[src/rtl/lbist_pkg.sv]
package lbist_pkg;

    localparam int unsigned SIG_W = 32;
    localparam logic [SIG_W-1:0] PRPG_TAPS = 32'h8020_0003;
    localparam logic [SIG_W-1:0] MISR_TAPS = 32'h0040_0007;

    typedef enum logic [1:0] {
        ST_IDLE  = 2'd0,
        ST_SHIFT = 2'd1,
        ST_CAPT  = 2'd2
    } lbist_state_e;

    function automatic logic [SIG_W-1:0] prpg_step(input logic [SIG_W-1:0] s);
        return (s >> 1) ^ (s[0] ? PRPG_TAPS : '0);
    endfunction

endpackage

[src/rtl/lbist_stim_gen.sv]
module lbist_stim_gen
    import lbist_pkg::*;
#(
    parameter int unsigned NCHAIN = 8,
    parameter int unsigned WT_W   = 3
) (
    input  logic [SIG_W-1:0]  lfsr_cur,
    input  logic [NCHAIN-1:0] si_prev,
    input  logic [NCHAIN-1:0] mask,
    input  logic              in_block,
    input  logic [WT_W-1:0]   weight,
    output logic [NCHAIN-1:0] si_next,
    output logic [SIG_W-1:0]  lfsr_next
);

    // Each chain uses one fresh bit plus WT_W spare bits of the generator.
    localparam int unsigned BITS_USED = NCHAIN * (WT_W + 1);

    if (BITS_USED > SIG_W) begin : g_bad_cfg
        initial $error("lbist_stim_gen: NCHAIN too large for generator width");
    end

    assign lfsr_next = prpg_step(lfsr_cur);

    for (genvar g = 0; g < NCHAIN; g++) begin : g_chain
        logic [WT_W-1:0] spare;
        logic            allow;
        assign spare = lfsr_cur[NCHAIN + WT_W*g +: WT_W];
        assign allow = (weight == '0) || (spare < weight);
        always_comb begin
            if (in_block && mask[g]) begin
                si_next[g] = 1'b0;
            end else if (allow) begin
                si_next[g] = lfsr_cur[g];
            end else begin
                si_next[g] = si_prev[g];
            end
        end
    end

endmodule

[src/rtl/lbist_compactor.sv]
module lbist_compactor
    import lbist_pkg::*;
#(
    parameter int unsigned NCHAIN = 8
) (
    input  logic [SIG_W-1:0]  sig_cur,
    input  logic [NCHAIN-1:0] resp,
    input  logic [NCHAIN-1:0] mask,
    output logic [SIG_W-1:0]  sig_next
);

    localparam int unsigned PAD_W = SIG_W - NCHAIN;

    logic [SIG_W-1:0] feedback;
    logic [SIG_W-1:0] folded;

    assign feedback = sig_cur[SIG_W-1] ? MISR_TAPS : '0;
    assign folded   = {{PAD_W{1'b0}}, resp & ~mask};
    assign sig_next = {sig_cur[SIG_W-2:0], 1'b0} ^ feedback ^ folded;

endmodule

[src/rtl/lbist_engine.sv]
module lbist_engine
    import lbist_pkg::*;
#(
    parameter int unsigned NCHAIN    = 8,
    parameter int unsigned SHIFT_LEN = 16,
    parameter int unsigned CNT_W     = 18,
    parameter logic [31:0] SEED      = 32'h1D87_2B41
) (
    input  logic              clk,
    input  logic              rst_n,
    input  logic              start,
    input  logic [CNT_W-1:0]  pat_count,
    input  logic [31:0]       exp_sig,
    input  logic [NCHAIN-1:0] chain_mask,
    input  logic              mask_in_en,
    input  logic [2:0]        lp_weight,
    input  logic [NCHAIN-1:0] scan_out,
    output logic [NCHAIN-1:0] scan_in,
    output logic              scan_en,
    output logic              capture,
    output logic [31:0]       signature,
    output logic              done,
    output logic              pass
);

    localparam int unsigned WT_W = 3;
    localparam int unsigned SH_W = (SHIFT_LEN > 1) ? $clog2(SHIFT_LEN) : 1;
    localparam logic [SH_W-1:0] SH_LAST = SH_W'(SHIFT_LEN - 1);

    typedef struct packed {
        lbist_state_e      st;
        logic [SH_W-1:0]   sh;
        logic [CNT_W-1:0]  pat;
        logic [CNT_W-1:0]  npat;
        logic [SIG_W-1:0]  expv;
        logic [NCHAIN-1:0] mask;
        logic              in_block;
        logic [WT_W-1:0]   wt;
        logic [SIG_W-1:0]  lfsr;
        logic [SIG_W-1:0]  misr;
        logic [NCHAIN-1:0] si;
        logic              done;
        logic              pass;
    } regs_t;

    regs_t r_d, r_q;

    // Generator inputs: seed and raw settings on start, session state otherwise.
    logic [SIG_W-1:0]  gen_lfsr_in;
    logic [NCHAIN-1:0] gen_prev_in;
    logic [NCHAIN-1:0] gen_mask_in;
    logic              gen_block_in;
    logic [WT_W-1:0]   gen_wt_in;
    logic [NCHAIN-1:0] gen_si_next;
    logic [SIG_W-1:0]  gen_lfsr_next;
    logic [SIG_W-1:0]  misr_next;

    assign gen_lfsr_in  = start ? SEED        : r_q.lfsr;
    assign gen_prev_in  = start ? '0          : r_q.si;
    assign gen_mask_in  = start ? chain_mask  : r_q.mask;
    assign gen_block_in = start ? mask_in_en  : r_q.in_block;
    assign gen_wt_in    = start ? lp_weight   : r_q.wt;

    lbist_stim_gen #(
        .NCHAIN (NCHAIN),
        .WT_W   (WT_W)
    ) u_stim (
        .lfsr_cur  (gen_lfsr_in),
        .si_prev   (gen_prev_in),
        .mask      (gen_mask_in),
        .in_block  (gen_block_in),
        .weight    (gen_wt_in),
        .si_next   (gen_si_next),
        .lfsr_next (gen_lfsr_next)
    );

    lbist_compactor #(
        .NCHAIN (NCHAIN)
    ) u_misr (
        .sig_cur  (r_q.misr),
        .resp     (scan_out),
        .mask     (r_q.mask),
        .sig_next (misr_next)
    );

    always_comb begin
        r_d = r_q;
        if (start) begin
            r_d.st       = ST_SHIFT;
            r_d.sh       = '0;
            r_d.pat      = '0;
            r_d.npat     = pat_count;
            r_d.expv     = exp_sig;
            r_d.mask     = chain_mask;
            r_d.in_block = mask_in_en;
            r_d.wt       = lp_weight;
            r_d.lfsr     = gen_lfsr_next;
            r_d.si       = gen_si_next;
            r_d.misr     = '0;
            r_d.done     = 1'b0;
            r_d.pass     = 1'b0;
        end else begin
            unique case (r_q.st)
                ST_SHIFT: begin
                    r_d.misr = misr_next;
                    r_d.lfsr = gen_lfsr_next;
                    r_d.si   = gen_si_next;
                    if (r_q.sh == SH_LAST) begin
                        r_d.sh = '0;
                        if (r_q.pat == r_q.npat) begin
                            r_d.st   = ST_IDLE;
                            r_d.done = 1'b1;
                            r_d.pass = (misr_next == r_q.expv);
                        end else begin
                            r_d.st = ST_CAPT;
                        end
                    end else begin
                        r_d.sh = r_q.sh + 1'b1;
                    end
                end
                ST_CAPT: begin
                    r_d.pat = r_q.pat + 1'b1;
                    r_d.st  = ST_SHIFT;
                end
                default: begin
                    r_d.st = ST_IDLE;
                end
            endcase
        end
    end

    always_ff @(posedge clk or negedge rst_n) begin
        if (!rst_n) begin
            r_q          <= '0;
            r_q.st       <= ST_IDLE;
            r_q.lfsr     <= SEED;
        end else begin
            r_q <= r_d;
        end
    end

    // Latched settings, brought out as named signals for the checker.
    logic [NCHAIN-1:0] cfg_mask_q;
    logic              cfg_block_q;
    assign cfg_mask_q  = r_q.mask;
    assign cfg_block_q = r_q.in_block;

    assign scan_in   = r_q.si;
    assign scan_en   = (r_q.st == ST_SHIFT);
    assign capture   = (r_q.st == ST_CAPT);
    assign signature = r_q.misr;
    assign done      = r_q.done;
    assign pass      = r_q.pass;

endmodule

[config.mk]
export PLATFORM = sky130hd
export DESIGN_NAME = lbist_engine
export DESIGN_NICKNAME = d
export VERILOG_FILES = /design/src/rtl/lbist_pkg.sv /design/src/rtl/lbist_stim_gen.sv /design/src/rtl/lbist_compactor.sv /design/src/rtl/lbist_engine.sv
export SDC_FILE = /design/constraint.sdc
export NUM_CORES = 1
export LEC_CHECK = 0
export ABC_CLOCK_PERIOD_IN_PS = 3910
export BUFFER_PORTS_ARGS = -buffer_cell sky130_fd_sc_hd__clkbuf_2
export CAP_MARGIN = 40
export CORE_UTILIZATION = 55
export DETAILED_ROUTE_END_ITERATION = 12
export GPL_TIMING_DRIVEN = 0
export PLACE_DENSITY = 0.82
export SETUP_SLACK_MARGIN = 0.2
export SLEW_MARGIN = 20
export SYNTH_ARGS = -nofsm -noshare
export SYNTH_HDL_FRONTEND = slang
export SYNTH_SLANG_ARGS = --single-unit
[constraint.sdc]
create_clock -name clk -period 3.91 [get_ports clk]
set_input_delay 0.5865 -clock clk [delete_from_list [all_inputs] [get_ports clk]]
set_output_delay 0.5865 -clock clk [all_outputs]
set_load 0.05 [all_outputs]
## After elaboration in Yosys (flattened, before gate mapping)

Cells that the tools add are included.

- Output and inout port bits: 44
- Word-level logic and storage cells: 90
- Register bits: 160

- Bitwise operators: 5
- Eq/ne operators: 6
- Muxes and demuxes: 34
- $lt $le $gt $ge: 8
- Reductions and logical operators: 22
- Add/subtract/negate cells: 2

Operator list:

| kind | number |
|---|---|
| $mux W74 | 2 |
| $mux W32 | 2 |
| $eq A32 B32 Y1 | 1 |
| $xor A31 B32 Y32 | 1 |
| $xor A32 B32 Y32 | 1 |
| $xor A32 B8 Y32 | 1 |
| $lt A3 B3 Y1 | 8 |
| $mux W24 | 1 |
| $mux W23 | 1 |
| $add A18 B1 Y18 const B | 1 |
| $eq A18 B18 Y1 | 1 |
| $mux W18 | 1 |
| $mux W1 | 17 |
| $mux W8 | 2 |
| $and A8 B8 Y8 | 1 |
| $logic_and A1 B1 Y1 | 8 |
| $logic_or A1 B1 Y1 | 8 |
| $mux W2 | 4 |
| $mux W4 | 2 |
| $not A8 Y8 | 1 |
| $reduce_bool A2 Y1 | 4 |
| $add A4 B1 Y4 const B | 1 |
| $eq A4 B4 Y1 const B | 1 |
| $pmux W2 S2 | 1 |
| other kinds (6) | 6 |

## Depth between registers and ports, before layout

Gate-level depths: netlist of the first run.

- Depth after elaboration: 8
- Depth in mapped cells: 10
- Mapped depth without buffers: 7

## By module

Synthesis of the first run repeated with hierarchy kept, for this count alone.

- Cells, all modules: 750
- Area total of the unflattened synthesis: 8567.0 um^2

By module, submodules not included:

| module | cells an instance | sequential area each (um^2) | instances | area each (um^2) |
|---|---|---|---|---|
| lbist_engine | 599 | 4021.4 | 1 | 7430.9 |
| lbist_stim_gen | 109 | 0.0 | 1 | 817.0 |
| lbist_compactor | 42 | 0.0 | 1 | 319.1 |

## Worst setup path after synthesis of the first run

Ideal clock, no wire load.

- Kind: input-to-reg
- Start: input start
- End: register r_q (netlist bit scan_in[0])
- Arrival time: 2462 ps
- Setup time: 78 ps
- Path slack: 1370 ps
- Stages on the path: 10
- Required time: 3832 ps
- Path through: buf_6 -> buf_2 -> buf_2 -> clkbuf_1 -> or2_2 -> ha_1 -> a21o_1 -> a21o_1 -> a221oi_1 -> o21bai_1

- Word-level cells in the longest chain between the ends: 7
- Elaborated cells between the ends (all ways): 14
- Classes of those cells: 1 x order compare; 9 x mux; 4 x reduce/logical

Ends and longest elaborated chain:

| what | line | RTL |
|---|---|---|
| start: declaration | lbist_engine.sv:11 | `input logic start,` |
| $mux W32 (*) | lbist_engine.sv:58 | `assign gen_lfsr_in = start ? SEED : r_q.lfsr;` |
| via gen_lfsr_in[9] | lbist_engine.sv:49 | `logic [SIG_W-1:0] gen_lfsr_in;` |
| $lt A3 B3 Y1 (*) | lbist_stim_gen.sv:29 | `assign allow = (weight == '0) \|\| (spare < weight);` |
| $logic_or A1 B1 Y1 (*) | lbist_stim_gen.sv:29 |  |
| $mux W1 (*) | lbist_stim_gen.sv:33 | `end else if (allow) begin` |
| $mux W1 (*) | lbist_stim_gen.sv:31 | `if (in_block && mask[g]) begin` |
| $mux W74 | lbist_engine.sv:103 | `unique case (r_q.st)` |
| $mux W74 (*) | lbist_engine.sv:88 | `if (start) begin` |
| end signal: assignment | lbist_engine.sv:138 | `r_q <= r_d;` |
| end: declaration | lbist_engine.sv:46 | `regs_t r_d, r_q;` |

Mark *: on every way through the listed nets, which the timed path passes. The rest lies on a longest branch. The select of a mux whose other input is x is not followed.
A chain may end at the register's enable or synchronous reset.

## Worst setup path after layout of the first run

- Start: input start
- End: register r_q (netlist bit scan_in[4])

- Word-level cells in the longest chain between the ends: 7
- Elaborated cells between the ends (all ways): 14
- Classes of those cells: 1 x order compare; 9 x mux; 4 x reduce/logical

Ends and longest elaborated chain:

| what | line |
|---|---|
| $mux W32 or $mux W3 (tied branches) | lbist_engine.sv:58, lbist_engine.sv:62 |
| $lt A3 B3 Y1 or $logic_not A3 Y1 (tied branches) | lbist_stim_gen.sv:29 |
| $logic_or A1 B1 Y1 | lbist_stim_gen.sv:29 |
| $mux W1 | lbist_stim_gen.sv:33 |
| $mux W1 | lbist_stim_gen.sv:31 |
| $mux W74 | lbist_engine.sv:103 |
| $mux W74 | lbist_engine.sv:88 |

Parallel ways exist; a longest one is shown, timed or not. The select of a mux whose other input is x is not followed.

==> metrics.cfg, run 1 <==
[clocking]
clockRootBuffer = clkbuf_16
postCtsHoldBufs = 0
cts_resized = 0
path_clk_slew_ps = 60
clk_latency_ps = 420
clock_sinks = 160
cts.htree.levels = 4
clk_path_buf_depth = 2
postCtsSetupRepairBufs = 0
cts_buffers = 17
cts_tree = built

[route]
drc_errors = 0
viasPerCell = 5.595
routed_wl_mm = 18.83
drt_iter0_markers = 425
wire_per_inst_um = 17.67
firstDrtPassIters = 5
vias = 5964
ant_nets = 0

[power]
power_density_nw_per_um2 = 456.9
worst_ir_drop_vdd_mv = 0.3175
leakagePower_nw = 4.767

[synthesis]
synth_cell_type_count = 51
synth_area_leaders = dfrtp_1 (44%), mux2_2 (8.1%), mux2i_1 (5.6%)
synth_seq_area_share = 0.4892
yosys_most_used_dff = dfrtp_1
synth_area_sq_um = 8220
synth_nets = 826
ys_seq_elements = 160
yosys_warnings = 0
synth_top_area_share = 0.4444
avgSynthCellArea_sq_um = 11.21
syn_inst = 733
async_reset_ff_frac = 1.000
synth_enable_flop_cells = 0
synth_top_area_cell = dfrtp_1

[place]
place_hpwl_mm = 13.40
globalplace.congestion = 0.8858
dp.cells = 1035
placed_area_sq_um = 9072
portBuffers = 115

[global_routing]
busiest_layer = met2
grt_overflow_total = 0
grt_pass1_vias = 6140
grt_pass1_wl_mm = 31.49
use_met3 = 0.06615
grt.met1_usage = 0.3338
grtUsageTotal = 0.2602
grt_util_met2 = 0.4215
grt_max_degree = 93
antenna_found_initial = 0

[sta]
drv_slew = 0
hold_viol = 0
skew_ps = 7.655
fin_crit_ps = 2634
setup_viol = 0
rsz0062_at_grt = no
slew_headroom = 0.4713
timing.final.crit_share = 0.6738
worstMarginPinSlew_ps = 793.1
fmax_mhz = 379.6

[die]
start_util = 0.5656
io_pins = 117
die-width_um = 124.3
die_area_sq_um = 15440
fp-row-count = 44
dieHeight_um = 124.3
core_area_sq_um = 14530

[setup_path]
worstPathMaxFanout = 10
cp.arrival_ps = 2960
crit_path_start_kind = input pin
crit_type = in2reg
cpMaxStageDelayCell = clkbuf_1
cp.required_ps = 4240
cpMostUsedCell = buf_2
end_kind = flop
max_stage_delay_ps = 380
crit_chain = buf_6, buf_2, buf_2, clkbuf_1, nor2b_1, ha_1, a21oi_1, o21ai_0, a221o_1, a31oi_1

[cells_and_area]
layout_commonest_cell = dfrtp_1
final_cells = 1066
most-common-layout-cells = dfrtp_1 (146), clkbuf_2 (114), nor2_1 (71)
fill_cells = 1073
nets = 963
area_growth_pct = 17.55
seqCellArea_sq_um = 4021
postLayoutCellArea_sq_um = 9663
diodes = 0
layout-drive-gt1-share = 0.3209
multi_input_area_sq_um = 3695

[run]
max_cap_violations = 0

[hold_path]
min_path_type = in2async

[run_status]
status = completed

[power by group]
part | internal [W] | switching, W
Clock | 0.00105 | 0.000628
Combinational | 0.000358 | 0.000454
Sequential | 0.00181 | 0.000117
[cells by family after synthesis]
logic type,Yosys count,synth area share
mux,107,0.1396
xor+xnor,79,0.09087
fa+ha+maj,20,0.03044
buf+inv,87,0.06134
compound gates,79,0.06849
flops,160,0.4892
simple gates,201,0.1201
[synth_stat cells (14+ instances only)]
library cell and number:
dfrtp_1 146, nor2_1 71, mux2_2 59, mux2i_1 46, nand2_1 45, xnor2_1 43
buf_4 40, xor2_1 32, ha_1 20, nor2b_1 18, a21oi_1 17, nand4_1 17
dfstp_2 14
[area by class of cell]
| type | instances | area share |
|---|---|---|
| buffer | 75 | 0.04752 |
| clock buffer | 25 | 0.05024 |
| clock inverter | 6 | 0.01088 |
| inverter | 12 | 0.004661 |
| multi-input combinational | 486 | 0.3824 |
| sequential | 160 | 0.4162 |
| tap | 184 | 0.02382 |
| timing repair buffer | 118 | 0.06435 |
[per-layer routing]
layer / part of all wire / up-vias
met3: 0.045 / 37
met5: 0 / -
met1: 0.44 / 2973
li1: - / 2768
met2: 0.49 / 186
met4: 0.025 / 0
[state kept, by name (all words and copies together) (netlist names)]
| register | flops |
|---|---|
| r_q | 109 |
| pass | 1 |
| cfg_block_q | 1 |
| signature | 32 |
| cfg_mask_q | 8 |
| scan_in | 8 |
| done | 1 |
[worst max-delay path: cells and delay by family]
| kind | cells | cell delay [ps] |
|---|---|---|
| buf+inv | 4 | 1130 |
| simple gates | 1 | 90 |
| fa+ha+maj | 1 | 300 |
| compound gates | 4 | 840 |
[final timing paths]
kind	start	to	slack [ps]	depth (start not counted)
max	start	scan_in[4]	1280	10
min	rst_n	r_q[104]	160	1
max reg2reg	r_q[159]	r_q[62]	1650	6
min reg2reg	r_q[49]	r_q[49]	490	1
max in group asynchronous	rst_n	r_q[66]	2870	2
min in group clk	pat_count[12]	r_q[130]	390	2
[per-stage QoR]
stage / hold WS [ps] / worst slack, ps / util / TNS [ps] / total power, W
CTS: 178.3 / 1321 / 0.6649 / 0 / 0.004434
global route: 188.8 / 1140 / 0.6649 / 0 / 0.004602
detailed placement: 475.8 / 906.2 / 0.6242 / 0 / 0.002754
global placement: 460.2 / -521.9 / 0.6210 / -74480 / 0.002723
finish: 162.9 / 1276 / 0.6649 / 0 / 0.004415
floorplan: 290.9 / 1370 / - / 0 / 0.002510
No activity file was read; power rests on OpenSTA's default activity.
==> run 2, diff against run 1 <==
--- a/config.mk
+++ b/config.mk
@@ -5,7 +5,7 @@
 export SDC_FILE = /design/constraint.sdc
 export NUM_CORES = 1
 export LEC_CHECK = 0
-export ABC_CLOCK_PERIOD_IN_PS = 3910
+export ABC_CLOCK_PERIOD_IN_PS = 2600
 export BUFFER_PORTS_ARGS = -buffer_cell sky130_fd_sc_hd__clkbuf_2
 export CAP_MARGIN = 40
 export CORE_UTILIZATION = 55
==> constraint.sdc (replaced) <==
create_clock -name clk -period 2.6 [get_ports clk]
set_input_delay 0.39 -clock clk [delete_from_list [all_inputs] [get_ports clk]]
set_output_delay 0.39 -clock clk [all_outputs]
set_load 0.05 [all_outputs]
==> run 2 against run 1 <==
First-iteration DRC count up 0.24%. Worst hold slack better by 34 ps. Critical endpoint unchanged. Via count up 0.57%. Combinational power up 50%. Clock skew down 0.95 ps. Flip-flop and latch count unchanged.
==> metrics.cfg, run 2 (synthesis gave the netlist of run 1 again) <==
[clocking]
cts_buffers = 17
clk_path_buf_depth = 2
cts.htree.levels = 4
clockRootBuffer = clkbuf_16
clock_sinks = 160
postCtsSetupRepairBufs = 0
clk_latency_ps = 420
path_clk_slew_ps = 60
cts_tree = built

[sta]
setup_viol = 0
fmax_mhz = 445.4
fin_crit_ps = 2245
skew_ps = 6.704
rsz0062_at_grt = no
worstMarginPinSlew_ps = 794.8
hold_viol = 0
drv_slew = 0
timing.final.crit_share = 0.8634
tns_ps = 0
slew_headroom = 0.4701

[die]
io_pins = 117
start_util = 0.5656
core_area_sq_um = 14530
fp-row-count = 44
die-width_um = 124.3
dieHeight_um = 124.3
die_area_sq_um = 15440

[cells_and_area]
most-common-layout-cells = dfrtp_1 (146), clkbuf_2 (115), nor2_1 (71)
largest_reg_flops = 109
area_growth_pct = 17.72
nets = 964
regMostFlops = r_q
layout_commonest_cell = dfrtp_1
postLayoutCellArea_sq_um = 9677
layout-drive-gt1-share = 0.3216
diodes = 0
final_util = 0.6658
final_cells = 1067

[global_routing]
grt_max_degree = 93
grtUsageTotal = 0.2604
grt_pass1_vias = 6149
antenna_found_initial = 0
grt_pass1_wl_mm = 31.52
grt_overflow_total = 0

[setup_path]
cp.required_ps = 2930
worstPathMaxFanout = 10
crit_chain = buf_6, buf_2, clkbuf_4, clkbuf_2, nor2b_1, ha_1, a21oi_1, o21ai_0, a221o_1, a31oi_1
crit_family = buffers and inverters
end_kind = flop
cpMaxStageDelayCell = a221o_1
path_buf_inv = 4
crit_path_start_kind = input pin
cp.arrival_ps = 2580
max_stage_delay_ps = 350
crit_type = in2reg

[place]
dp.cells = 1035
placed_area_sq_um = 9072
globalplace.congestion = 0.8858
place_hpwl_mm = 13.40
portBuffers = 115

[route]
ant_nets = 0
viasPerCell = 5.621
drc_errors = 0
vias = 5998
drt_iter0_markers = 426
routed_wl_mm = 18.87
wire_per_inst_um = 17.68
firstDrtPassIters = 5

[power]
worst_ir_drop_vdd_mv = 0.4796
power_density_nw_per_um2 = 685.8
leakagePower_nw = 4.775

[run_status]
status = completed

[hold_path]
min_path_type = in2reg

[run]
max_cap_violations = 0

-- run 2: cell count changes in the layout (fill, tap and decap cells not counted), sizes merged --
cell | previous run | this run
buf | 65 | 64
clkbuf | 153 | 154
dlygate4sd3 | 0 | 1
-- run 2: repair_timing --
| item | CTS | global route |
|---|---|---|
| endpoints found under the hold margin | 68 | 0 |
| setup endpoints to repair | 0 | 2 |
| hold buffers | 1 | 0 |
| resized for setup | 0 | 3 |
-- run 2: layout make-up --
| type | instances | area, sq um |
|---|---|---|
| Buffer | 75 | 462.9 |
| Clock buffer | 25 | 485.5 |
| Clock inverter | 6 | 105.1 |
| Fill cell | 1073 | 4857 |
| Inverter | 12 | 45.04 |
| Multi-Input combinational cell | 486 | 3695 |
| Sequential cell | 160 | 4021 |
| Tap cell | 184 | 230.2 |
| Timing Repair Buffer | 119 | 631.9 |
-- run 2: final timing paths --
| kind | startpoint | end | slack [ps] | cells past startpoint |
|---|---|---|---|---|
| max | start | scan_in[4] | 360 | 10 |
| min | pat_count[12] | r_q[130] | 200 | 2 |
| max reg2reg | r_q[159] | r_q[62] | 360 | 6 |
| min reg2reg | r_q[48] | r_q[48] | 490 | 2 |
| max in group asynchronous | rst_n | r_q[66] | 1180 | 3 |
| min in group asynchronous | rst_n | signature[15] | 540 | 2 |
-- run 2: per-layer routing --
layer | wire length (um) | GRT usage | vias to the layer above
li1 | - | - | 2774
met2 | 9401 | 0.4222 | 178
met3 | 821 | 0.06572 | 34
met5 | 0 | 0 | -
met1 | 8181 | 0.3341 | 3012
met4 | 465 | 0.1042 | 0
-- run 2: through the flow --
step	setup slack (ps)	total power, W	hold WS (ps)
floorplan	256.9	0.003775	94.41
global placement	-1635	0.004094	460.2
detailed placement	-207.3	0.004142	431.2
CTS	207.4	0.006669	186.0
global route	217.6	0.006923	179.8
finish	355.1	0.006636	196.6
-- run 2: report_power, final --
group	internal (W)	leakage, nW	switching (W)
Clock	0.00158	0.291	0.000940
Sequential	0.00272	1.98	0.000176
Combinational	0.000540	2.51	0.000683
==> run 3, diff against run 2 <==
==> constraint.sdc (replaced) <==
create_clock -name clk -period 2.6 [get_ports clk]
set_input_delay 0.26 -clock clk [delete_from_list [all_inputs] [get_ports clk]]
set_output_delay 0.26 -clock clk [all_outputs]
set_load 0.05 [all_outputs]
==> run 3 against run 2 <==
Worst hold slack worse by 130 ps. Clock skew decreased by 0.92 ps. Worst setup slack better by 7.9 ps. Sequential share of layout area hardly changed. First-iteration DRC count decreased by 6.3%. Largest power group unchanged. Combinational power is essentially flat. Via count decreased by 0.12%. Clock power is essentially flat. Non-clock buffer count is the same. Fmax up 0.35%.
==> metrics.cfg, run 3 (synthesis gave the netlist of run 1 again) <==
[cells_and_area]
largest_reg_flops = 109
layout-drive-gt1-share = 0.3216
diodes = 0
layout_commonest_cell = dfrtp_1
final_cells = 1067
nets = 964
regMostFlops = r_q
area_growth_pct = 17.69
final_util = 0.6656
most-common-layout-cells = dfrtp_1 (146), clkbuf_2 (115), nor2_1 (71)

[sta]
timing.final.crit_share = 0.8604
fin_crit_ps = 2237
slew_headroom = 0.4696
rsz0062_at_grt = no
worstMarginPinSlew_ps = 795.6
hold_viol = 0
setup_viol = 0
skew_ps = 5.779
drv_slew = 0
fmax_mhz = 447.0

[clocking]
path_clk_slew_ps = 60
cts_buffers = 17
clockRootBuffer = clkbuf_16
cts_tree = built
clk_path_buf_depth = 2
clk_latency_ps = 420
postCtsSetupRepairBufs = 0
clock_sinks = 160
cts.htree.levels = 4

[hold_path]
min_path_type = in2reg
hp-start = exp_sig[16]

[global_routing]
grt_pass1_wl_mm = 31.52
busiest_layer = met2
grt.met1_usage = 0.3341
antenna_found_initial = 0
grt_max_degree = 93
use_met3 = 0.06572
grt_overflow_total = 0
grt_pass1_vias = 6149
grtUsageTotal = 0.2604
grt_util_met2 = 0.4222

[die]
start_util = 0.5656
io_pins = 117
fp-row-count = 44
die-width_um = 124.3
die_area_sq_um = 15440
core_area_sq_um = 14530
dieHeight_um = 124.3

[setup_path]
reg2reg_slack_ps = 360
crit_path_start_kind = flop
critical_path.startpoint = r_q[159]
endpoint = r_q[62]
cp.required_ps = 2880
r2r_end = r_q[62]
end_kind = flop
reg2reg_depth = 6
crit_type = reg2reg
cp.arrival_ps = 2510
worstPathMaxFanout = 10
r2r-start = r_q[159]

[power]
power_density_nw_per_um2 = 686.1
leakagePower_nw = 4.774
p_total_w = 0.006637
worst_ir_drop_vdd_mv = 0.4781

[route]
drt_iter0_markers = 399
viasPerCell = 5.615
firstDrtPassIters = 5
drc_errors = 0
wire_per_inst_um = 17.66
ant_nets = 0
routed_wl_mm = 18.85
vias = 5991

[run]
max_cap_violations = 0

[place]
globalplace.congestion = 0.8858
portBuffers = 115
place_hpwl_mm = 13.40
dp.cells = 1035

[run_status]
status = completed

## run 3: cell count changes in the layout (fill, tap and decap cells not counted), sizes merged
cell	before	now
clkbuf	154	153
buf	64	65
## run 3: layer usage
metal / vias up / routed length [um] / share of wire
met5: - / 0 / 0
met4: 0 / 457 / 0.024
met3: 34 / 838 / 0.044
met2: 186 / 9342 / 0.50
met1: 3000 / 8208 / 0.44
li1: 2771 / - / -
## run 3: area by class of cell
type                    instances  area [sq um]
fillers                      1074          4860
flip-flops and latches        160          4021
multi-input cells             486          3695
repair buffers                119         631.9
clock buffers                  25         485.5
plain buffers                  75         460.4
well taps                     184         230.2
clock inverters                 6         105.1
inverters                      12         45.04
## run 3: worst min path at each step
stage                        endpoint  slack [ps]  cells after the start
after floorplan           cfg_block_q         -40                      0
after global placement        r_q[48]         460                      2
after detailed placement     r_q[104]         300                      1
after CTS                    r_q[100]          60                      2
after global routing         r_q[112]          50                      2
final                        r_q[102]          70                      2
## run 3: power breakdown
group / internal [W] / switching, W
Clock: 0.00158 / 0.000943
Combinational: 0.000539 / 0.000682
Sequential: 0.00272 / 0.000175
Total: 0.00484 / 0.00180
## run 3: critical path, cell delays in order, from the launching register on
cell and delay, ps:
dfrtp_1 410, inv_1 70, ha_1 210, clkbuf_1 400
clkbuf_1 620, mux2i_1 300, nor2_1 90
## run 3: per-stage QoR
| stage | hold WS (ps) | instance area (sq um) | setup WS, ps | setup TNS (ps) |
|---|---|---|---|---|
| after floorplan | -35.59 | 8220 | 386.9 | 0 |
| after global placement | 460.2 | 9026 | -1505 | -224400 |
| after detailed placement | 301.2 | 9072 | -77.28 | -111.0 |
| after CTS | 56.03 | 9673 | 337.4 | 0 |
| after global routing | 49.79 | 9674 | 217.6 | 0 |
| final | 67.52 | 9674 | 363.0 | 0 |
## run 3: timing repair
action,CTS,global route
hold endpoints to repair,68,0
endpoints found under the setup margin,0,1
hold buffers,1,0
resized for setup,0,2
